### src/rtl/adc_rb_pkg.sv
package adc_rb_pkg;
    localparam int SMP_W  = 12;
    localparam int SUM_W  = 14;
    localparam int DATA_W = 16;

    function automatic logic [DATA_W-1:0] fmt_single(input logic [SMP_W-1:0] s, input logic left);
        return left ? {s, {(DATA_W-SMP_W){1'b0}}} : {{(DATA_W-SMP_W){1'b0}}, s};
    endfunction

    function automatic logic [DATA_W-1:0] fmt_sum(input logic [SUM_W-1:0] s, input logic left);
        return left ? {s, {(DATA_W-SUM_W){1'b0}}} : {{(DATA_W-SUM_W){1'b0}}, s};
    endfunction
endpackage

### src/rtl/adc_rb_accum.sv
module adc_rb_accum
    import adc_rb_pkg::*;
#(
    parameter int NUM_CH = 8,
    parameter int IDX_W  = 4
) (
    input  logic              clk,
    input  logic              rst_n,
    input  logic              cfg_left_align,
    input  logic [1:0]        cfg_add_cnt,
    input  logic              smp_valid,
    input  logic [IDX_W-1:0]  smp_idx,
    input  logic [SMP_W-1:0]  smp_data,
    output logic              wr_en,
    output logic [IDX_W-1:0]  wr_idx,
    output logic [DATA_W-1:0] wr_val
);
    localparam logic [IDX_W-1:0] LAST_CH = IDX_W'(NUM_CH - 1);
    localparam logic [IDX_W-1:0] REF_IDX = IDX_W'(NUM_CH + 2);

    typedef struct packed {
        logic [SUM_W-1:0] acc;
        logic [1:0]       cnt;
    } acc_state_t;

    acc_state_t st_d, st_q;
    logic             in_range;
    logic             addable;
    logic [SUM_W-1:0] sum;

    always_comb begin
        st_d     = st_q;
        wr_en    = 1'b0;
        wr_idx   = smp_idx;
        wr_val   = '0;
        in_range = (smp_idx <= REF_IDX);
        addable  = (smp_idx <= LAST_CH) || (smp_idx == REF_IDX);
        sum      = (st_q.cnt == 2'd0) ? {2'b00, smp_data}
                                      : st_q.acc + {2'b00, smp_data};
        if (smp_valid && in_range) begin
            if ((cfg_add_cnt != 2'd0) && addable) begin
                if (st_q.cnt >= cfg_add_cnt) begin
                    wr_en    = 1'b1;
                    wr_val   = fmt_sum(sum, cfg_left_align);
                    st_d.cnt = 2'd0;
                    st_d.acc = '0;
                end else begin
                    st_d.acc = sum;
                    st_d.cnt = st_q.cnt + 2'd1;
                end
            end else begin
                wr_en  = 1'b1;
                wr_val = fmt_single(smp_data, cfg_left_align);
            end
        end
        if (cfg_add_cnt == 2'd0) begin
            st_d.cnt = 2'd0;
        end
    end

    always_ff @(posedge clk) begin
        if (!rst_n) st_q <= '0;
        else        st_q <= st_d;
    end

    // the opening sample of a group never writes a register
    assert_no_early_write_R7: assert property (@(posedge clk) disable iff (!rst_n)
        (smp_valid && cfg_add_cnt != 2'd0 && addable && st_q.cnt == 2'd0) |-> !wr_en);

    // diagnosis and temperature samples leave the group count alone
    assert_side_idx_keeps_cnt_R8: assert property (@(posedge clk) disable iff (!rst_n)
        (smp_valid && in_range && !addable && cfg_add_cnt != 2'd0) |=> $stable(st_q.cnt));
endmodule

### src/rtl/adc_rb_regfile.sv
module adc_rb_regfile
    import adc_rb_pkg::*;
#(
    parameter int NUM_REG = 11,
    parameter int IDX_W   = 4
) (
    input  logic              clk,
    input  logic              rst_n,
    input  logic              cfg_auto_clear,
    input  logic              wr_en,
    input  logic [IDX_W-1:0]  wr_idx,
    input  logic [DATA_W-1:0] wr_val,
    input  logic              rd_en,
    input  logic [IDX_W-1:0]  rd_idx,
    output logic [DATA_W-1:0] rd_data
);
    localparam logic [IDX_W-1:0] LAST_IDX = IDX_W'(NUM_REG - 1);

    typedef struct packed {
        logic [NUM_REG-1:0][DATA_W-1:0] regs;
        logic [DATA_W-1:0]              rd;
    } rf_state_t;

    rf_state_t st_d, st_q;
    logic rd_ok, wr_ok;

    always_comb begin
        st_d  = st_q;
        rd_ok = (rd_idx <= LAST_IDX);
        wr_ok = (wr_idx <= LAST_IDX);
        if (rd_en) begin
            st_d.rd = rd_ok ? st_q.regs[rd_idx] : '0;
            if (cfg_auto_clear && rd_ok) begin
                st_d.regs[rd_idx] = '0;
            end
        end
        if (wr_en && wr_ok) begin
            st_d.regs[wr_idx] = wr_val;
        end
    end

    always_ff @(posedge clk) begin
        if (!rst_n) st_q <= '0;
        else        st_q <= st_d;
    end

    assign rd_data = st_q.rd;

    // a read with auto-clear and no competing write leaves zero behind
    assert_clear_on_read_R5: assert property (@(posedge clk) disable iff (!rst_n)
        (rd_en && cfg_auto_clear && rd_ok && !(wr_en && wr_idx == rd_idx))
        |=> st_q.regs[$past(rd_idx)] == '0);

    // a write in the same cycle as a read of that register is kept
    assert_write_wins_R9: assert property (@(posedge clk) disable iff (!rst_n)
        (wr_en && wr_ok && rd_en && rd_idx == wr_idx)
        |=> st_q.regs[$past(wr_idx)] == $past(wr_val));

    // an untouched register holds its value
    for (genvar i = 0; i < NUM_REG; i++) begin : g_hold
        assert_hold_R4: assert property (@(posedge clk) disable iff (!rst_n)
            (!(wr_en && wr_idx == IDX_W'(i)) && !(rd_en && cfg_auto_clear && rd_idx == IDX_W'(i)))
            |=> $stable(st_q.regs[i]));
    end
endmodule

### src/rtl/adc_result_bank.sv
module adc_result_bank
    import adc_rb_pkg::*;
#(
    parameter int NUM_CH  = 8,
    localparam int NUM_REG = NUM_CH + 3,
    localparam int IDX_W   = $clog2(NUM_REG)
) (
    input  logic              clk,
    input  logic              rst_n,
    input  logic              cfg_left_align,
    input  logic              cfg_auto_clear,
    input  logic [1:0]        cfg_add_cnt,
    input  logic              smp_valid,
    input  logic [IDX_W-1:0]  smp_idx,
    input  logic [SMP_W-1:0]  smp_data,
    input  logic              rd_en,
    input  logic [IDX_W-1:0]  rd_idx,
    output logic [DATA_W-1:0] rd_data
);
    logic              wr_en;
    logic [IDX_W-1:0]  wr_idx;
    logic [DATA_W-1:0] wr_val;

    adc_rb_accum #(.NUM_CH(NUM_CH), .IDX_W(IDX_W)) u_accum (
        .clk(clk), .rst_n(rst_n),
        .cfg_left_align(cfg_left_align), .cfg_add_cnt(cfg_add_cnt),
        .smp_valid(smp_valid), .smp_idx(smp_idx), .smp_data(smp_data),
        .wr_en(wr_en), .wr_idx(wr_idx), .wr_val(wr_val)
    );

    adc_rb_regfile #(.NUM_REG(NUM_REG), .IDX_W(IDX_W)) u_regfile (
        .clk(clk), .rst_n(rst_n), .cfg_auto_clear(cfg_auto_clear),
        .wr_en(wr_en), .wr_idx(wr_idx), .wr_val(wr_val),
        .rd_en(rd_en), .rd_idx(rd_idx), .rd_data(rd_data)
    );

    // left-justified writes keep the low pad bits zero
    assert_left_pad_R3: assert property (@(posedge clk) disable iff (!rst_n)
        (smp_valid && wr_en && cfg_left_align) |-> wr_val[1:0] == 2'b00);

    // right-justified single samples keep the top nibble zero
    assert_right_pad_R3: assert property (@(posedge clk) disable iff (!rst_n)
        (smp_valid && wr_en && !cfg_left_align && cfg_add_cnt == 2'd0) |-> wr_val[15:12] == 4'h0);
endmodule

### config.mk
export PLATFORM = sky130hd
export DESIGN_NAME = adc_result_bank
export DESIGN_NICKNAME = d
export VERILOG_FILES = /design/src/rtl/adc_rb_pkg.sv /design/src/rtl/adc_rb_accum.sv /design/src/rtl/adc_rb_regfile.sv /design/src/rtl/adc_result_bank.sv
export SDC_FILE = /design/constraint.sdc
export NUM_CORES = 1
export LEC_CHECK = 0
export BUFFER_PORTS_ARGS = -buffer_cell sky130_fd_sc_hd__buf_2
export CELL_PAD_IN_SITES_DETAIL_PLACEMENT = 0
export CELL_PAD_IN_SITES_GLOBAL_PLACEMENT = 1
export CORE_MARGIN = 8
export CORE_UTILIZATION = 43
export DETAILED_ROUTE_END_ITERATION = 6
export HOLD_SLACK_MARGIN = 0.1
export PLACE_DENSITY = 0.86
export SLEW_MARGIN = 20
export SYNTH_ARGS = -nofsm -noshare
export SYNTH_HDL_FRONTEND = slang
export SYNTH_SLANG_ARGS = --single-unit
### constraint.sdc
create_clock -name clk -period 2.6 [get_ports clk]
set_input_delay 0.52 -clock clk [delete_from_list [all_inputs] [get_ports clk]]
set_output_delay 0.52 -clock clk [all_outputs]
set_load 0.05 [all_outputs]
# Word level (Yosys, flattened, before mapping)
# Cells that the tools add are included.
# W data, S select, Z words.
[op_classes]
add_sub_neg = 2
mul = 0
div_mod_pow = 0
n_lt_le_gt_ge = 8
n_eq_ne = 1
shift = 0
n_mux = 21
bitwise_logic = 3
n_reduce_logical = 12
[op_table]
columns = ["operator", "count"]
rows = [
  ["$mux W176", 2],
  ["$mux W192", 1],
  ["$and A176 B176 Y176", 1],
  ["$bwmux W176", 1],
  ["$not A176 Y176", 1],
  ["$mux W16", 10],
  ["$demux W16 S4", 2],
  ["$bmux W16 S4", 1],
  ["$add A14 B12 Y14", 1],
  ["$mux W14", 1],
  ["$lt A4 B5 Y1 const B", 2],
  ["$ge A4 B1 Y1 const B", 2],
  ["$le A4 B4 Y1 const B", 2],
  ["$logic_and A1 B1 Y1", 6],
  ["$eq A4 B4 Y1 const B", 1],
  ["$le A4 B3 Y1 const B", 1],
  ["$logic_not A2 Y1", 2],
  ["$mux W1", 3],
  ["$add A2 B1 Y2 const B", 1],
  ["$ge A2 B2 Y1", 1],
  ["$reduce_and A2 Y1", 1],
  ["$reduce_bool A2 Y1", 1],
  ["$reduce_or A2 Y1", 1],
  ["$logic_or A1 B1 Y1", 1],
  ["$not A1 Y1", 1],
]
[totals]
ff_bits = 208
latch_bits = 0
mem_bits_rw = 0
mem_bits_ro = 0
input_bits = 28
elab_cells = 61
n_memories = 0

# Logic depth before layout (Yosys ltp)
[depth]
word_depth = 10
mapped_depth = 13

# By module
# Synthesis repeated with hierarchy kept, for this count alone.
[hier_totals]
hier_cells = 1135
hier_area_um2 = 10121.0
[by_module_without_submodules]
columns = ["mod", "n_inst", "cells_per_inst", "area_per_inst_um2", "seq_area_each_um2"]
rows = [
  ["adc_rb_regfile", 1, 861, 8165.3, 3843.7],
  ["adc_rb_accum", 1, 274, 1955.6, 320.3],
]

# Least setup slack after synthesis
# OpenSTA, ideal clock, no wires.
[synth_path]
kind = "in2reg"
start = "in smp_data[0]"
end = "reg u_regfile.st_q[186] in the netlist's numbering"
setup_time_ns = 0.059
arrival_time_ns = 2.685
required_time_ns = 2.541
setup_slack_ns = -0.143
stages = 11
n_path_buf = 1
path_cell_list = "ha_1 > inv_1 > fa_1 > nor2b_2 > o31a_4 > o21ai_2 > mux2_4 > or4_4 > buf_6 > a21oi_2 > a31o_1"
[synth_between]
elab_chain_len = 8
[synth_rtl]
columns = ["element", "line", "source"]
rows = [
  ["start, declared", "adc_result_bank.sv:15", "input logic [SMP_W-1:0] smp_data,"],
  ["$add A14 B12 Y14", "adc_rb_accum.sv:39", ": st_q.acc + {2'b00, smp_data};"],
  ["$mux W14", "adc_rb_accum.sv:38", "sum = (st_q.cnt == 2'd0) ? {2'b00, smp_data}"],
  ["$mux W16", "adc_rb_pkg.sv:11", "return left ? {s, {(DATA_W-SUM_W){1'b0}}} : {{(DATA_W-SUM_W){1'b0}}, s};"],
  ["$mux W16", "adc_rb_accum.sv:42", "if (st_q.cnt >= cfg_add_cnt) begin"],
  ["$mux W16", "adc_rb_accum.sv:41", "if ((cfg_add_cnt != 2'd0) && addable) begin"],
  ["$mux W16", "adc_rb_accum.sv:40", "if (smp_valid && in_range) begin"],
  ["$bwmux W176", "adc_rb_regfile.sv:38", "st_d.regs[wr_idx] = wr_val;"],
  ["$mux W176", "adc_rb_regfile.sv:37", "if (wr_en && wr_ok) begin"],
  ["end signal, assigned", "adc_rb_regfile.sv:44", "else st_q <= st_d;"],
  ["end, declared", "adc_rb_regfile.sv:24", "rf_state_t st_d, st_q;"],
]
# Every way passes these cells.
# A chain may end at the register's enable or synchronous reset.

# Worst setup path in the final report
[layout_path]
start = "reg u_accum.st_q[2] in the netlist's numbering"
end = "reg u_regfile.st_q[186] in the netlist's numbering"
[layout_between]
elab_chain_len = 8
[layout_rtl]
columns = ["element", "line", "source"]
rows = [
  ["start, declared", "adc_rb_accum.sv:26", "acc_state_t st_d, st_q;"],
  ["start signal, assigned", "adc_rb_accum.sv:63", "else st_q <= st_d;"],
  ["$add A14 B12 Y14", "adc_rb_accum.sv:39", ""],
  ["$mux W14", "adc_rb_accum.sv:38", ""],
  ["$mux W16", "adc_rb_pkg.sv:11", ""],
  ["$mux W16", "adc_rb_accum.sv:42", ""],
  ["$mux W16", "adc_rb_accum.sv:41", ""],
  ["$mux W16", "adc_rb_accum.sv:40", ""],
  ["$bwmux W176", "adc_rb_regfile.sv:38", ""],
  ["$mux W176", "adc_rb_regfile.sv:37", ""],
]
# Every way passes these cells.

==> results.toml <==
[run_status]
status = "finished, violations left"
violations = "setup timing"

[setup_path]
start_kind = "flop"
cp_cell_sequence = "ha_4, inv_2, fa_2, nor2b_4, o31a_4, o21ai_4, mux2_4, or4_4, a21oi_2, a31o_1"
path_class = "reg -> reg"
cpMaxStageDelayCell = "or4_4"
worst-path-max-fanout = 5
crit_required_ps = 3060
worstPathArrival_ps = 3100
end_kind = "flop"
critical_path.max_stage_delay_ps = 650

[global_routing]
use_met2_pct = 34.6
grt_overflow_total = 0
grt_pass1_wl_um = 55100
antenna_found_initial = 1
grt_usage_pct = 22.5
grt_max_degree = 48
gr-usage-met3_pct = 3.96
grtUsageMet1_pct = 30.3
grt-busiest-layer = "met2"
grt_pass1_vias = 9733

[logic_synthesis]
synth.largest_area_cell = "dfxtp_1"
synth-seq-area-share_pct = 39.0
synth.top_cell.area_share_pct = 39.0
synth_nets = 1283
ys_async_sr_fraction_pct = 0
ys_types = 81
synth_area_leaders = "dfxtp_1 39%, mux4_2 6.7%, a21oi_1 3.9%, nand2_1 3.8%, o21ai_0 3.7%"
syn_avg_cell_area_um2 = 8.62
synth-seq-cells = 208
syn-cell-area_um2 = 10700
syn_inst = 1239
synth_flop_cell = "dfxtp_1"
ys_warn_count = 0
synth_edf_count = 0

[clock_network]
cts_root_buf = "clkbuf_16"
clock_path_buffers = 3
clock_latency_ps = 520
clkSinkCount = 208
path_clk_slew_ps = 60
cts_tree = "done"
holdBufCountCts = 0
htreeDepth = 1
cts_buffers = 24

[sta]
fin_worst_skew_ps = 8.90
final-hold-violation-count = 0
worst_slew_pin_slew_ps = 618
setup_viol = 8
max_freq_ghz = 0.379
drv_slew = 0
max_slew_margin_pct = 58.3
grt_setup_unrepaired = "yes"
min_period_over_period_pct = 101
min_period_ps = 2640
setup_ws_ps = -38.7

[detailed_routing]
drt_iter0_drc = 1266
drt_first_pass_iters = 6
ant_nets = 0
drcViolationCount = 0
wl_per_cell_um = 20.9
viasPerCell = 6.04
drt-total-wl_um = 35900
vias = 10373

[power_and_ir_drop]
p_leak_nw = 4.94
total_power_mw = 7.27
vdd.ir_drop.worst_mv = 0.443
p_per_area_nw_per_um2 = 554

[die]
num_rows = 57
die_w_um = 174
die_height_um = 174
die-area_um2 = 30100
initial_core_util_pct = 43.8
pin_count = 44
coreArea_um2 = 24400

[cells_and_area]
drive_above_1_share_pct = 25.2
utilization_pct = 53.8
nets = 1419
syn_to_final_growth_pct = 22.9

[flow_run]
max-cap-violations = 0

[place]
portBuffers = 43
dpl.hpwl_um = 25500
dp_slack_ps = -341
gp_congestion = 0.920

[worst_hold_path]
hold_class = "in -> reg"
## Yosys cell counts (12+ instances only)
master / n
o21a_1: 12
nor2_1: 94
buf_4: 17
mux2i_1: 25
dfxtp_1: 208
a22o_1: 16
clkbuf_1: 64
nand4_1: 27
a22oi_1: 14
and2_1: 34
ha_1: 15
nand2_1: 107
inv_1: 31
o21ai_1: 50
o21ai_0: 78
a211oi_1: 26
a31oi_1: 16
a21oi_1: 83
nand3_1: 72
o22ai_1: 26
mux4_2: 32
buf_2: 25
## per-stage QoR
step / TNS (ps) / area, um2 / hold WS [ps] / std cells
floorplan: -84.7 / 10700 / 420 / 1239
global placement: -21330 / 12200 / 430 / 1663
detailed placement: -26040 / 12200 / 441 / 1663
CTS: 0 / 12900 / 342 / 1707
global route: -2170 / 13100 / 377 / 1716
finish: -171 / 13100 / 375 / 1716
## power by group
part | internal [mW] | switching (mW)
clock | 1.77 | 1.34
sequential | 3.21 | 0.0121
combinational | 0.362 | 0.572
total | 5.34 | 1.93
## sequential cells by signal, indices dropped and copies added (netlist names)
| name | flops |
|---|---|
| u_accum.st_q | 16 |
| u_regfile.rd_data | 16 |
| u_regfile.st_q | 176 |
## timing repair
action | in CTS | in global routing
resized for setup | 0 | 28
cloned | 0 | 2
setup buffers | 2 | 6
pin swaps | 2 | 9
endpoints found under the setup margin | 9 | 123
## final cells by class
cell class	instances	area [um2]
fill	2251	11300
multi-input combinational	889	6010
sequential	208	4170
timing repair buffer	220	1710
clock buffer	36	666
tap	324	405
inverter	32	120
clock inverter	6	48.8
antenna	1	2.50
## layout by cell type, fill, tap and decap left out, types with 7 or more instances in the layout
cell / instances
dfxtp_1: 207
buf_4: 164
nand2_1: 107
nor2_1: 93
a21oi_1: 82
o21ai_0: 76
nand3_1: 72
o21ai_1: 51
buf_2: 43
and2_1: 34
mux4_2: 32
inv_1: 29
nand4_1: 27
o22ai_1: 26
mux2i_1: 25
a211oi_1: 24
clkbuf_16: 24
a22o_1: 16
a31oi_1: 15
a22oi_1: 13
ha_1: 13
buf_12: 13
o21a_1: 12
nor2b_1: 11
clkbuf_1: 10
a21oi_2: 9
nand2b_1: 8
o211ai_1: 8
and3_1: 8
o31ai_1: 7
nor3_1: 7
a311oi_1: 7
## cells by family (layout without fill, tap and decap cells)
group	after synthesis	in the layout	synth area share, %
mux	61	61	9.58
other cells	0	1	0
simple gates	408	409	19.2
buf+inv	143	294	6.06
compound gates	400	400	24.0
flops	208	208	39.0
xor+xnor	3	3	0.246
fa+ha+maj	16	16	1.94
## worst max-delay path, delay by kind of cell, from the launching register on
kind	cells	cell delay, ps
AO/OA/AOI/OAI	4	740
adder cells (fa/ha/maj)	2	390
buffers and inverters	1	50
flip-flops	1	340
multiplexers	1	360
AND/OR/NAND/NOR	2	710
## layer usage
metal	vias to the layer above	share of wire (%)
li1	4819	-
met1	4961	42
met2	509	44
met3	84	8.6
met4	0	4.8
met5	-	0
## final timing paths
path / from / endpoint / slack, ps / cells past startpoint
worst max register to register: u_accum.st_q[2] / u_regfile.st_q[186] / -40 / 10
worst min-delay path: cfg_add_cnt[0] / u_accum.st_q[1] / 380 / 3
worst max-delay path: u_accum.st_q[2] / u_regfile.st_q[186] / -40 / 10
worst min register to register: u_regfile.st_q[89] / u_regfile.st_q[89] / 450 / 2
No activity file was read; power rests on OpenSTA's default activity.
